--- src/rtl/ser7_pkg.sv ---
package ser7_pkg;

  typedef enum logic [1:0] {
    ST_OFF   = 2'd0,
    ST_ARMED = 2'd1,
    ST_RUN   = 2'd2
  } ser_state_e;

  // Frame pattern for the clock lane, LSB is sent first: hi_bits ones then zeros.
  function automatic logic [31:0] frame_pattern(input int unsigned hi_bits);
    logic [31:0] p;
    p = '0;
    for (int i = 0; i < 32; i++) begin
      if (i < hi_bits) p[i] = 1'b1;
    end
    return p;
  endfunction

  // Next value of a modulo counter that is re-aligned by a sync pulse.
  function automatic int unsigned mod_next(input int unsigned cur,
                                           input int unsigned modulus,
                                           input logic sync);
    if (sync) return 0;
    if (cur + 1 >= modulus) return 0;
    return cur + 1;
  endfunction

endpackage

--- src/rtl/ser7_bitcnt.sv ---
module ser7_bitcnt #(
  parameter int unsigned SLICE = 7,
  localparam int unsigned CW = (SLICE > 1) ? $clog2(SLICE) : 1
) (
  input  logic          clk,
  input  logic          rst,
  input  logic          sync,
  output logic [CW-1:0] cnt,
  output logic          wrap
);
  import ser7_pkg::*;

  localparam logic [CW-1:0] LAST = CW'(SLICE - 1);

  always_ff @(posedge clk) begin
    if (rst) cnt <= '0;
    else     cnt <= CW'(mod_next(int'(cnt), SLICE, sync));
  end

  assign wrap = (cnt == LAST);

  AST_CNT_RANGE: assert property (@(posedge clk) disable iff (rst)
    cnt <= LAST);
  AST_SYNC_CLEARS: assert property (@(posedge clk) disable iff (rst)
    sync |=> (cnt == '0));

endmodule

--- src/rtl/ser7_lane.sv ---
module ser7_lane #(
  parameter int unsigned W = 7
) (
  input  logic         clk,
  input  logic         rst,
  input  logic         clr,
  input  logic         load,
  input  logic [W-1:0] par_in,
  output logic         ser_out,
  output logic [W-1:0] par_view
);
  logic [W-1:0] sr_q;

  always_ff @(posedge clk) begin
    if (rst || clr) begin
      sr_q     <= '0;
      par_view <= '0;
    end else if (load) begin
      sr_q     <= par_in;
      par_view <= par_in;
    end else begin
      sr_q <= {1'b0, sr_q[W-1:1]};
    end
  end

  assign ser_out = sr_q[0];

  AST_LOAD_LSB_FIRST: assert property (@(posedge clk) disable iff (rst)
    (load && !clr) |=> (ser_out == $past(par_in[0])));
  AST_VIEW_HOLDS: assert property (@(posedge clk) disable iff (rst)
    (!load && !clr) |=> $stable(par_view));

endmodule

--- src/rtl/ser7_tx.sv ---
module ser7_tx #(
  parameter int unsigned LANES  = 3,
  parameter int unsigned SLICE  = 7,
  parameter int unsigned CLK_HI = 4,
  localparam int unsigned WORD_W = LANES * SLICE,
  localparam int unsigned CW = (SLICE > 1) ? $clog2(SLICE) : 1
) (
  input  logic              clk,
  input  logic              rst,
  input  logic              shutdown,
  input  logic              word_tick,
  input  logic [WORD_W-1:0] data_in,
  output logic [LANES-1:0]  lane_out,
  output logic              clk_lane,
  output logic [WORD_W-1:0] view_word
);
  import ser7_pkg::*;

  localparam logic [SLICE-1:0] FRAME = SLICE'(frame_pattern(CLK_HI));

  logic [WORD_W-1:0] cap_q;
  ser_state_e        state_q;
  logic [CW-1:0]     bit_cnt;
  logic              bit_wrap;
  logic              load_stb;
  logic              run_state;
  logic              out_en;
  logic              capture_ev;
  logic [LANES-1:0]  lane_raw;
  logic              clk_raw;
  logic [SLICE-1:0]  clk_view;

  assign capture_ev = word_tick && !shutdown;
  assign load_stb   = bit_wrap && (state_q != ST_OFF) && !shutdown;
  assign run_state  = (state_q == ST_RUN);
  assign out_en     = run_state && !shutdown;

  // Word capture register (word-clock rising edge)
  always_ff @(posedge clk) begin
    if (rst) cap_q <= '0;
    else if (capture_ev) cap_q <= data_in;
  end

  // Arm / run sequencing
  always_ff @(posedge clk) begin
    if (rst || shutdown) begin
      state_q <= ST_OFF;
    end else begin
      unique case (state_q)
        ST_OFF:   if (capture_ev) state_q <= ST_ARMED;
        ST_ARMED: if (load_stb)   state_q <= ST_RUN;
        default:  state_q <= ST_RUN;
      endcase
    end
  end

  ser7_bitcnt #(.SLICE(SLICE)) u_cnt (
    .clk  (clk),
    .rst  (rst),
    .sync (word_tick),
    .cnt  (bit_cnt),
    .wrap (bit_wrap)
  );

  for (genvar k = 0; k < LANES; k++) begin : g_lane
    logic [SLICE-1:0] slice_view;
    ser7_lane #(.W(SLICE)) u_lane (
      .clk      (clk),
      .rst      (rst),
      .clr      (shutdown),
      .load     (load_stb),
      .par_in   (cap_q[k*SLICE +: SLICE]),
      .ser_out  (lane_raw[k]),
      .par_view (slice_view)
    );
    assign view_word[k*SLICE +: SLICE] = slice_view;
    assign lane_out[k] = lane_raw[k] && out_en;
  end

  ser7_lane #(.W(SLICE)) u_clk_lane (
    .clk      (clk),
    .rst      (rst),
    .clr      (shutdown),
    .load     (load_stb),
    .par_in   (FRAME),
    .ser_out  (clk_raw),
    .par_view (clk_view)
  );

  assign clk_lane = clk_raw && out_en;

  AST_CAP_HOLD: assert property (@(posedge clk) disable iff (rst)
    !word_tick |=> $stable(cap_q));
  AST_CLK_MARK: assert property (@(posedge clk) disable iff (rst)
    load_stb |=> (clk_lane || shutdown));
  AST_LOAD_SPACED: assert property (@(posedge clk) disable iff (rst)
    load_stb |=> !load_stb);
  AST_SD_IDLE: assert property (@(posedge clk) disable iff (rst)
    shutdown |-> (lane_out == '0 && !clk_lane));
  AST_RUN_NEEDS_LOAD: assert property (@(posedge clk) disable iff (rst)
    $rose(run_state) |-> $past(load_stb));
  AST_FRAME_CONST: assert property (@(posedge clk) disable iff (rst)
    $past(load_stb) && !$past(shutdown) |-> (clk_view == FRAME));

endmodule

--- config.mk ---
export PLATFORM = sky130hd
export DESIGN_NAME = ser7_tx
export DESIGN_NICKNAME = d
export VERILOG_FILES = /design/src/rtl/ser7_pkg.sv /design/src/rtl/ser7_bitcnt.sv /design/src/rtl/ser7_lane.sv /design/src/rtl/ser7_tx.sv
export SDC_FILE = /design/constraint.sdc
export NUM_CORES = 1
export LEC_CHECK = 0
export ABC_AREA = 1
export BUFFER_PORTS_ARGS = -buffer_cell sky130_fd_sc_hd__buf_2
export CELL_PAD_IN_SITES_DETAIL_PLACEMENT = 2
export CELL_PAD_IN_SITES_GLOBAL_PLACEMENT = 2
export CORE_AREA = 2 2 99 101
export DETAILED_ROUTE_END_ITERATION = 6
export DIE_AREA = 0 0 101 103
export PLACE_DENSITY_LB_ADDON = 0.08
export SYNTH_ARGS = -nofsm -noshare
export SYNTH_HDL_FRONTEND = slang
export SYNTH_HIERARCHICAL = 1
export SYNTH_SLANG_ARGS = --single-unit
--- constraint.sdc ---
create_clock -name clk -period 1.9 [get_ports clk]
set_input_delay 0 -clock clk [delete_from_list [all_inputs] [get_ports clk]]
set_output_delay 0 -clock clk [all_outputs]
set_load 0.02 [all_outputs]
# Word-level counts from Yosys, hierarchy flattened
# Index checks and enable logic that the tools add are counted.
dict set report word_totals {
  register_bits 74
  input_bits 25
}
dict set report classes {
  add_sub_neg 1
  n_lt_le_gt_ge 1
  eq_ne 5
  muxes 12
  bitwise_logic 1
  n_reduce_logical 16
}
# cell count
set op_table {}
lappend op_table {{6-bit 2-to-1 mux} 3}
lappend op_table {{1-bit logical AND} 8}
lappend op_table {{1-bit 2-to-1 mux} 5}
lappend op_table {{3-bit by 1-bit adder with 4-bit output (second input constant)} 1}
lappend op_table {{4-bit by 3-bit greater-or-equal comparator with 1-bit output (second input constant)} 1}
lappend op_table {{2-bit 2-to-1 mux} 2}
lappend op_table {{4-bit 2-to-1 mux} 1}
lappend op_table {{2-bit one-hot mux with 2 select lines} 1}
lappend op_table {{2-bit OR reduction} 2}
lappend op_table {{3-bit equality test (second input constant)} 1}
lappend op_table {{3-bit OR reduction} 1}
lappend op_table {{2-bit by 1-bit equality test with 1-bit output (second input constant)} 1}
lappend op_table {{2-bit equality test (second input constant)} 1}
lappend op_table {{2-bit logical NOT} 1}
lappend op_table {{2-bit by 1-bit != test with 1-bit output (second input constant)} 1}
lappend op_table {{2-bit != test (second input constant)} 1}
lappend op_table {{2-bit AND reduction} 1}
lappend op_table {{2-bit nonzero test} 1}
lappend op_table {{1-bit logical NOT} 1}
lappend op_table {{1-bit logical OR} 1}
lappend op_table {{1-bit NOT} 1}

# Depth between registers and ports, before layout
# Gate-level depths: netlist of run 1.
dict set report depth {
  ltp_word 6
  mapped_depth 11
  depth_no_buf 9
}

# Hierarchy
# The synthesis of run 1 kept the hierarchy.
# module n_inst cells_each area_per_inst_um2
set modules_own_cells {}
lappend modules_own_cells {ser7_lane 4 55 495.5}
lappend modules_own_cells {ser7_tx 1 119 888.4}
lappend modules_own_cells {ser7_bitcnt 1 23 168.9}

# Worst setup path after synthesis of run 1
# OpenSTA, ideal clock, no wires.
dict set report synth_path {
  path_type {register to register}
  startpoint {reg u_cnt.cnt[0]}
  endpoint {reg g_lane[0].u_lane.par_view[5]}
  setup_time_ns 0.120
  t_arrival_ns 1.409
  slack_ns 0.371
  stages_incl_launch_ff 12
  period_less_slack_ns 1.529
  path_cell_list {dfxtp_1 inv_1 ha_1 nand2_1 inv_1 nand2_1 nor2_1 buf_6 inv_6 buf_12 nand2_1 a21oi_1}
}
dict set report synth_between {
  elab_chain_len 3
}
# element line
set synth_lines {}
lappend synth_lines {{from (decl)} ser7_bitcnt.sv:8} ;# output logic [CW-1:0] cnt,
lappend synth_lines {{from (signal assigned)} ser7_bitcnt.sv:17} ;# else cnt <= CW'(mod_next(int'(cnt), SLICE, sync));
lappend synth_lines {{3-bit equality test} ser7_bitcnt.sv:20} ;# assign wrap = (cnt == LAST);
lappend synth_lines {{named net bit_wrap} ser7_tx.sv:24} ;# logic bit_wrap;
lappend synth_lines {{1-bit logical AND (2 in a row)} ser7_tx.sv:34} ;# assign load_stb = bit_wrap && (state_q != ST_OFF) && !shutdown;
lappend synth_lines {{named net load_stb} ser7_tx.sv:25} ;# logic load_stb;
lappend synth_lines {{to (signal assigned)} ser7_lane.sv:20} ;# par_view <= par_in;
lappend synth_lines {{to (decl)} ser7_lane.sv:10} ;# output logic [W-1:0] par_view
# The timed path passes the listed nets, and every way through them passes these cells.
# A chain may end at the register's enable or synchronous reset.

# Final worst setup path of run 1
dict set report layout_path {
  startpoint {reg u_cnt.cnt[0]}
  endpoint {reg g_lane[1].u_lane.par_view[6]}
}
dict set report layout_between {
  elab_chain_len 3
}
# element line
set layout_lines {}
lappend layout_lines {{3-bit equality test} ser7_bitcnt.sv:20}
lappend layout_lines {{named net bit_wrap} ser7_tx.sv:24}
lappend layout_lines {{1-bit logical AND (2 in a row)} ser7_tx.sv:34}
lappend layout_lines {{named net load_stb} ser7_tx.sv:25}
lappend layout_lines {{to (signal assigned)} ser7_lane.sv:20}
lappend layout_lines {{to (decl)} ser7_lane.sv:10}
# The timed path passes the listed nets, and every way through them passes these cells.

==> results of run 1 <==
[through the flow]
stage                     setup WS (ps)  power [µW]  instances  util (%)  cell area (µm²)
after floorplan                     371        1750        346         -             2850
after global placement              434        1790        492      32.5             3080
after detailed placement            378        1800        492      32.5             3080
after CTS                           355        3110        529      36.9             3490
after global routing                205        3210        530      37.0             3500
final                               385        3050        530      37.0             3500
[path summary, 6_finish.rpt]
kind	start	endpoint	slack (ps)	depth (start not counted)
setup / recovery	u_cnt/cnt[0]	g_lane[1].u_lane/par_view[6]	380	10
hold / removal	rst	u_cnt/cnt[0]	40	4
setup reg to reg	u_cnt/cnt[0]	g_lane[1].u_lane/par_view[6]	380	10
hold reg to reg	g_lane[2].u_lane/sr_q[6]	g_lane[2].u_lane/sr_q[5]	450	2
[area by class of cell]
class / instances / share of cell area (%)
sequential: 75 / 42.9
multi-input combinational: 227 / 30.0
timing repair buffer: 72 / 13.9
tap: 114 / 4.08
clock buffer: 11 / 4.04
inverter: 26 / 3.36
clock inverter: 5 / 1.75
[repair_timing]
item | 4_1_cts | 5_1_grt
hold endpoints to repair | 21 | 1
hold buffers | 21 | 1
endpoints found under the setup margin | 0 | 0
buffers inserted | 0 | 0
[metal layers]
metal / share of wire [%] / vias to the layer above / GRT usage, %
li1: - / 1195 / -
met4: 2.0 / 0 / 6.86
met1: 44 / 1136 / 17.0
met2: 52 / 35 / 26.5
met3: 2.5 / 11 / 2.51
met5: 0 / - / 0
[flip-flops by register name, indices dropped and copies added, names as in the netlist]
register	cells
u_clk_lane/sr_q	7
u_cnt/cnt	3
cap_q	21
state_q	2
g_lane.u_lane/sr_q	21
g_lane.u_lane/par_view	21
[placed cells by master, fill, tap and decap left out]
master,instances
sky130_fd_sc_hd__o21ai_0,11
sky130_fd_sc_hd__o21ai_1,9
sky130_fd_sc_hd__bufinv_16,1
sky130_fd_sc_hd__clkbuf_1,1
sky130_fd_sc_hd__dlygate4sd3_1,22
sky130_fd_sc_hd__buf_12,1
sky130_fd_sc_hd__inv_1,21
sky130_fd_sc_hd__nor2_4,2
sky130_fd_sc_hd__inv_6,5
sky130_fd_sc_hd__inv_2,1
sky130_fd_sc_hd__a21oi_1,46
sky130_fd_sc_hd__nand3_1,3
sky130_fd_sc_hd__clkbuf_8,10
sky130_fd_sc_hd__ha_1,2
sky130_fd_sc_hd__dfxtp_1,75
sky130_fd_sc_hd__nand3_2,1
sky130_fd_sc_hd__nor2_1,56
sky130_fd_sc_hd__nand2_1,62
sky130_fd_sc_hd__o21ai_2,1
sky130_fd_sc_hd__buf_2,49
sky130_fd_sc_hd__nand2_2,26
sky130_fd_sc_hd__and2_1,1
sky130_fd_sc_hd__clkinvlp_4,3
sky130_fd_sc_hd__conb_1,7
[worst max-delay path, delay by kind of cell (launching register included)]
family | cells | cell delay, ps
compound gates | 1 | 130
fa+ha+maj | 1 | 220
buf+inv | 4 | 430
flops | 1 | 360
simple gates | 4 | 290
[where the power goes]
part | switching (µW) | total (µW) | leakage [µW] | internal, µW
logic | 98.7 | 176 | 0.000686 | 77.6
registers | 16.6 | 1620 | 0.000608 | 1600
clock network | 605 | 1250 | 0.0000922 | 647
==> results.cfg, run 1 <==
[run_status]
status = finished clean

[grt]
wire_length_of_the_first_global_routing_pass_um = 11700
grtUsageTotal_pct = 14.7
grt_antenna_before_repair = 0
grt_max_degree = 33
grt-ovfl-total = 0
grt_pass1_vias = 2470

[setup_path]
slowest_stage = sky130_fd_sc_hd__dfxtp_1
most_frequent_cell_on_the_critical_path = sky130_fd_sc_hd__nand2_1
crit_path_max_fanout = 32
critical_path.startpoint_type = flip-flop
worst_ep_arrival_time_ps = 1790
timing.critical_path.to_type = flip-flop
crit_type = reg2reg
worst_path_largest_cell_delay_ps = 360
path_cells = inv_1, ha_1, nand2_1, inv_1, nand2_1, nor2_4, buf_12, inv_6, nand2_1, a21oi_1
cp_data_required_time_ps = 2170

[die]
start_util_pct = 29.9
core_mm2 = 0.00946
rows = 36
die_width_um = 101
die_height_um = 103
die_area_mm2 = 0.0104
ios = 50

[timing]
rsz0062_at_grt = false
final-setup-viol-count = 0
achievable-frequency_mhz = 660
hold_viol = 0
setup_tns_ps = 0
min_period_over_period_pct = 79.7
final_max_slew_viol_count = 0
slew_headroom_pct = 53.9
final.setup_skew_ps = 7.46
worst_hold_slack_across_all_endpoints_ps = 39.3
worst_pin_slew_ps = 691
period_needed_ps = 1520

[layout]
seqCellArea_mm2 = 0.00150
multi_input_area_mm2 = 0.00105
fill_cells = 1095
final_nets = 438
antenna_cells = 0
area_growth_pct = 23.5
final_layout_size_suffix_gt1_share_pct = 24.0

[routing]
drc_errors = 0
routed_wl_um = 7030
route.detailed.vias_per_inst = 4.48
first_iter_violations = 28
via_count = 2377
avgRoutedWirePerCell_um = 13.3
drt_first_pass_iters = 4
detail-route-antenna-nets = 0

[yosys]
post_synth_inst_count = 341
ys.warnings.count = 6
synth.cell_area_mm2 = 0.00283
average_instance_area_after_synthesis_um2 = 8.31

[power_and_ir_drop]
p_leak_uw = 0.00139
vdd.ir_drop.worst_mv = 0.346
p_per_area_mw_per_mm2 = 871

[clock_network]
maximum_clock_path_buffer_count = 2
clock_sink_count = 75
tritoncts.num_buffers = 9
root_buffer = sky130_fd_sc_hd__clkbuf_8
clkLatencyLatePin_ps = 350
tritoncts = yes
clock_pin_slew_on_the_worst_setup_and_hold_paths_ps = 80
cts_h_tree_depth = 3
cts-resized-gates = 0

[placed_design]
gp_congestion = 0.724
portBuffers = 49
place_hpwl_um = 4570

[min_path]
min-delay-path-class = in2reg

[flow_run]
max-cap-violations = 0
Power figures use the tool's default switching activity.
==> run 2, diff against run 1 <==
--- a/config.mk
+++ b/config.mk
@@ -9,9 +9,9 @@
 export BUFFER_PORTS_ARGS = -buffer_cell sky130_fd_sc_hd__buf_2
 export CELL_PAD_IN_SITES_DETAIL_PLACEMENT = 2
 export CELL_PAD_IN_SITES_GLOBAL_PLACEMENT = 2
-export CORE_AREA = 2 2 99 101
+export CORE_AREA = 2 2 104 106
 export DETAILED_ROUTE_END_ITERATION = 6
-export DIE_AREA = 0 0 101 103
+export DIE_AREA = 0 0 106 108
 export PLACE_DENSITY_LB_ADDON = 0.08
 export SYNTH_ARGS = -nofsm -noshare
 export SYNTH_HDL_FRONTEND = slang
==> constraint.sdc (replaced) <==
create_clock -name clk -period 1.36 [get_ports clk]
set_input_delay 0 -clock clk [delete_from_list [all_inputs] [get_ports clk]]
set_output_delay 0 -clock clk [all_outputs]
set_load 0.02 [all_outputs]
==> results.cfg, run 2 (synthesized netlist as in run 1, its figures left out) <==
[layout]
fill_cells = 1165
area_growth_pct = 41.8
final_common_cell = sky130_fd_sc_hd__dfxtp_1
seqCellArea_mm2 = 0.00150
multi_input_area_mm2 = 0.00127
final_standard_cell_count_with_taps_included_and_fillers_excluded = 570
most_used_cells_in_the_layout_excluding_fill_and_tap_cells = sky130_fd_sc_hd__dfxtp_1 (73), sky130_fd_sc_hd__nor2_1 (55), sky130_fd_sc_hd__nand2_2 (53)
top_regs = cap_q x21, g_lane.u_lane/par_view x21, g_lane.u_lane/sr_q x21
final_nets = 456
post_route_cell_area_mm2 = 0.00402
final_layout_size_suffix_gt1_share_pct = 41.9
antenna_cells = 0

[grt]
grt_pass1_vias = 2419
wire_length_of_the_first_global_routing_pass_um = 12000
grtUsageTotal_pct = 13.5
grt-ovfl-total = 0
grt_max_degree = 22
grt_antenna_before_repair = 0

[flow_run]
max-cap-violations = 0

[clock_network]
root_buffer = sky130_fd_sc_hd__clkbuf_8
tritoncts.num_buffers = 9
cts_h_tree_depth = 3
maximum_clock_path_buffer_count = 2
clkLatencyLatePin_ps = 350
clock_sink_count = 75
tritoncts = yes
clock_pin_slew_on_the_worst_setup_and_hold_paths_ps = 80

[power_and_ir_drop]
power.share.switching_pct = 24.6
sequentialPowerShare_pct = 52.4
vdd.ir_drop.worst_mv = 0.406
p_leak_uw = 0.00154
switching_power_uw = 1070
comb_power_share_pct = 6.2
p_per_area_mw_per_mm2 = 1080
design_power_total_uw = 4340
clockPowerShare_pct = 41.4
cell_internal_pwr_uw = 3270

[die]
ios = 50
die_width_um = 106
start_util_pct = 27.7
rows = 37
core_mm2 = 0.0102
die_height_um = 108
die_area_mm2 = 0.0114

[min_path]
worstHoldStart = rst
min-delay-path-class = in2reg

[placed_design]
gp_congestion = 0.690
placed_cells_incl_taps = 522
placed_cell_area_mm2 = 0.00319
place_hpwl_um = 4920
dpl_worst_slack_ps = -44.2
portBuffers = 49

[routing]
drt_first_pass_iters = 4
first_iter_violations = 56
avgRoutedWirePerCell_um = 13.8
drc_errors = 0
via_count = 2468
detail-route-antenna-nets = 0
routed_wl_um = 7880
route.detailed.vias_per_inst = 4.33

[setup_path]
worstSetupStartpoint = u_cnt/cnt[0]
crit_type = reg2reg
path_cells = inv_2, ha_4, nand2_2, inv_2, nand2_2, nor2_4, buf_12, clkbuf_16, inv_8, nand2_2, a21oi_1
r2r_setup_slack_ps = -90
crit_path_max_fanout = 6
worst_ep_arrival_time_ps = 1650
timing.critical_path.to = g_lane[0].u_lane/sr_q[2]
critical_path.startpoint_type = flip-flop
slowest_stage = sky130_fd_sc_hd__dfxtp_2
rr_endpoint = g_lane[0].u_lane/sr_q[2]
timing.critical_path.to_type = flip-flop
cp_data_required_time_ps = 1560
worst_r2r_startpoint = u_cnt/cnt[0]
critical_path.top_delay_family = buffers and inverters
worst_path_largest_cell_delay_ps = 330
critical_path_depth = 11
r2r.worst_path.cells = 11
number_of_buffer_and_inverter_instances_along_the_worst_setup_path = 5
most_frequent_cell_on_the_critical_path = sky130_fd_sc_hd__nand2_2

[timing]
worst_hold_slack_across_all_endpoints_ps = 40.0
slew_headroom_pct = 55.8
rsz0062_at_grt = true
period_needed_ps = 1450
achievable-frequency_mhz = 691
final-setup-viol-count = 44
min_period_over_period_pct = 106
final_max_slew_viol_count = 0
setup_ws_ps = -87.5
worst_pin_slew_ps = 661
hold_viol = 0
final.setup_skew_ps = 9.94

[run_status]
status = finished with violations
violations = negative setup slack
run 2: cell count changes in the layout (fill, tap and decap cells not counted), sizes merged:
cell    change
buf        +13
clkbuf      +3
clkinv      +1
inv         +1
run 2: how the worst min path moves through the flow:
stage / end / slack [ps] / depth (start not counted)
2_1_floorplan: cap_q[1] / 130 / 2
3_3_place_gp: cap_q[3] / 240 / 3
3_5_place_dp: cap_q[4] / 250 / 3
4_1_cts: u_cnt/cnt[0] / 20 / 4
5_1_grt: u_cnt/cnt[0] / 50 / 4
6_report: u_cnt/cnt[0] / 40 / 4
run 2: power by group through the flow:
stage	clock network [µW]	logic, µW	registers, µW
2_1_floorplan	0	135	2310
5_1_grt	1970	312	2280
4_1_cts	1850	261	2270
3_5_place_dp	0	212	2320
6_report	1790	271	2270
3_3_place_gp	0	209	2320
run 2: what timing repair did:
action	in CTS	in global routing
gates cloned	0	5
endpoints found under the setup margin	43	48
setup buffers	0	5
resized for setup	2	77
hold endpoints to repair	22	0
hold buffers	22	0
pin swaps	0	5
run 2: metrics by stage:
stage	utilization, %	TNS [ps]
floorplan	-	0
global placement	31.2	-4.32
detailed placement	31.2	-726
CTS	35.4	-1270
global route	39.3	-5790
finish	39.3	-2330
run 2: worst min-delay path, delay by kind of cell:
family | cells | cell delay [ps]
buffers and inverters | 2 | 190
and+or+nand+nor | 2 | 160
run 2: area by class of cell:
| type | count | area share, % |
|---|---|---|
| repair buffers | 88 | 17.2 |
| multi-input cells | 227 | 31.6 |
| flip-flops and latches | 75 | 37.4 |
| inverters | 26 | 3.99 |
| well taps | 136 | 4.24 |
| repair inverters | 2 | 0.498 |
| clock buffers | 11 | 3.52 |
| clock inverters | 5 | 1.53 |
run 2: layer usage:
layer,vias up,GRT usage [%],routed length [µm]
met5,-,0,0
met4,0,4.79,90
met3,7,3.50,228
met2,38,23.7,4160
met1,1191,16.1,3400
li1,1232,-,-
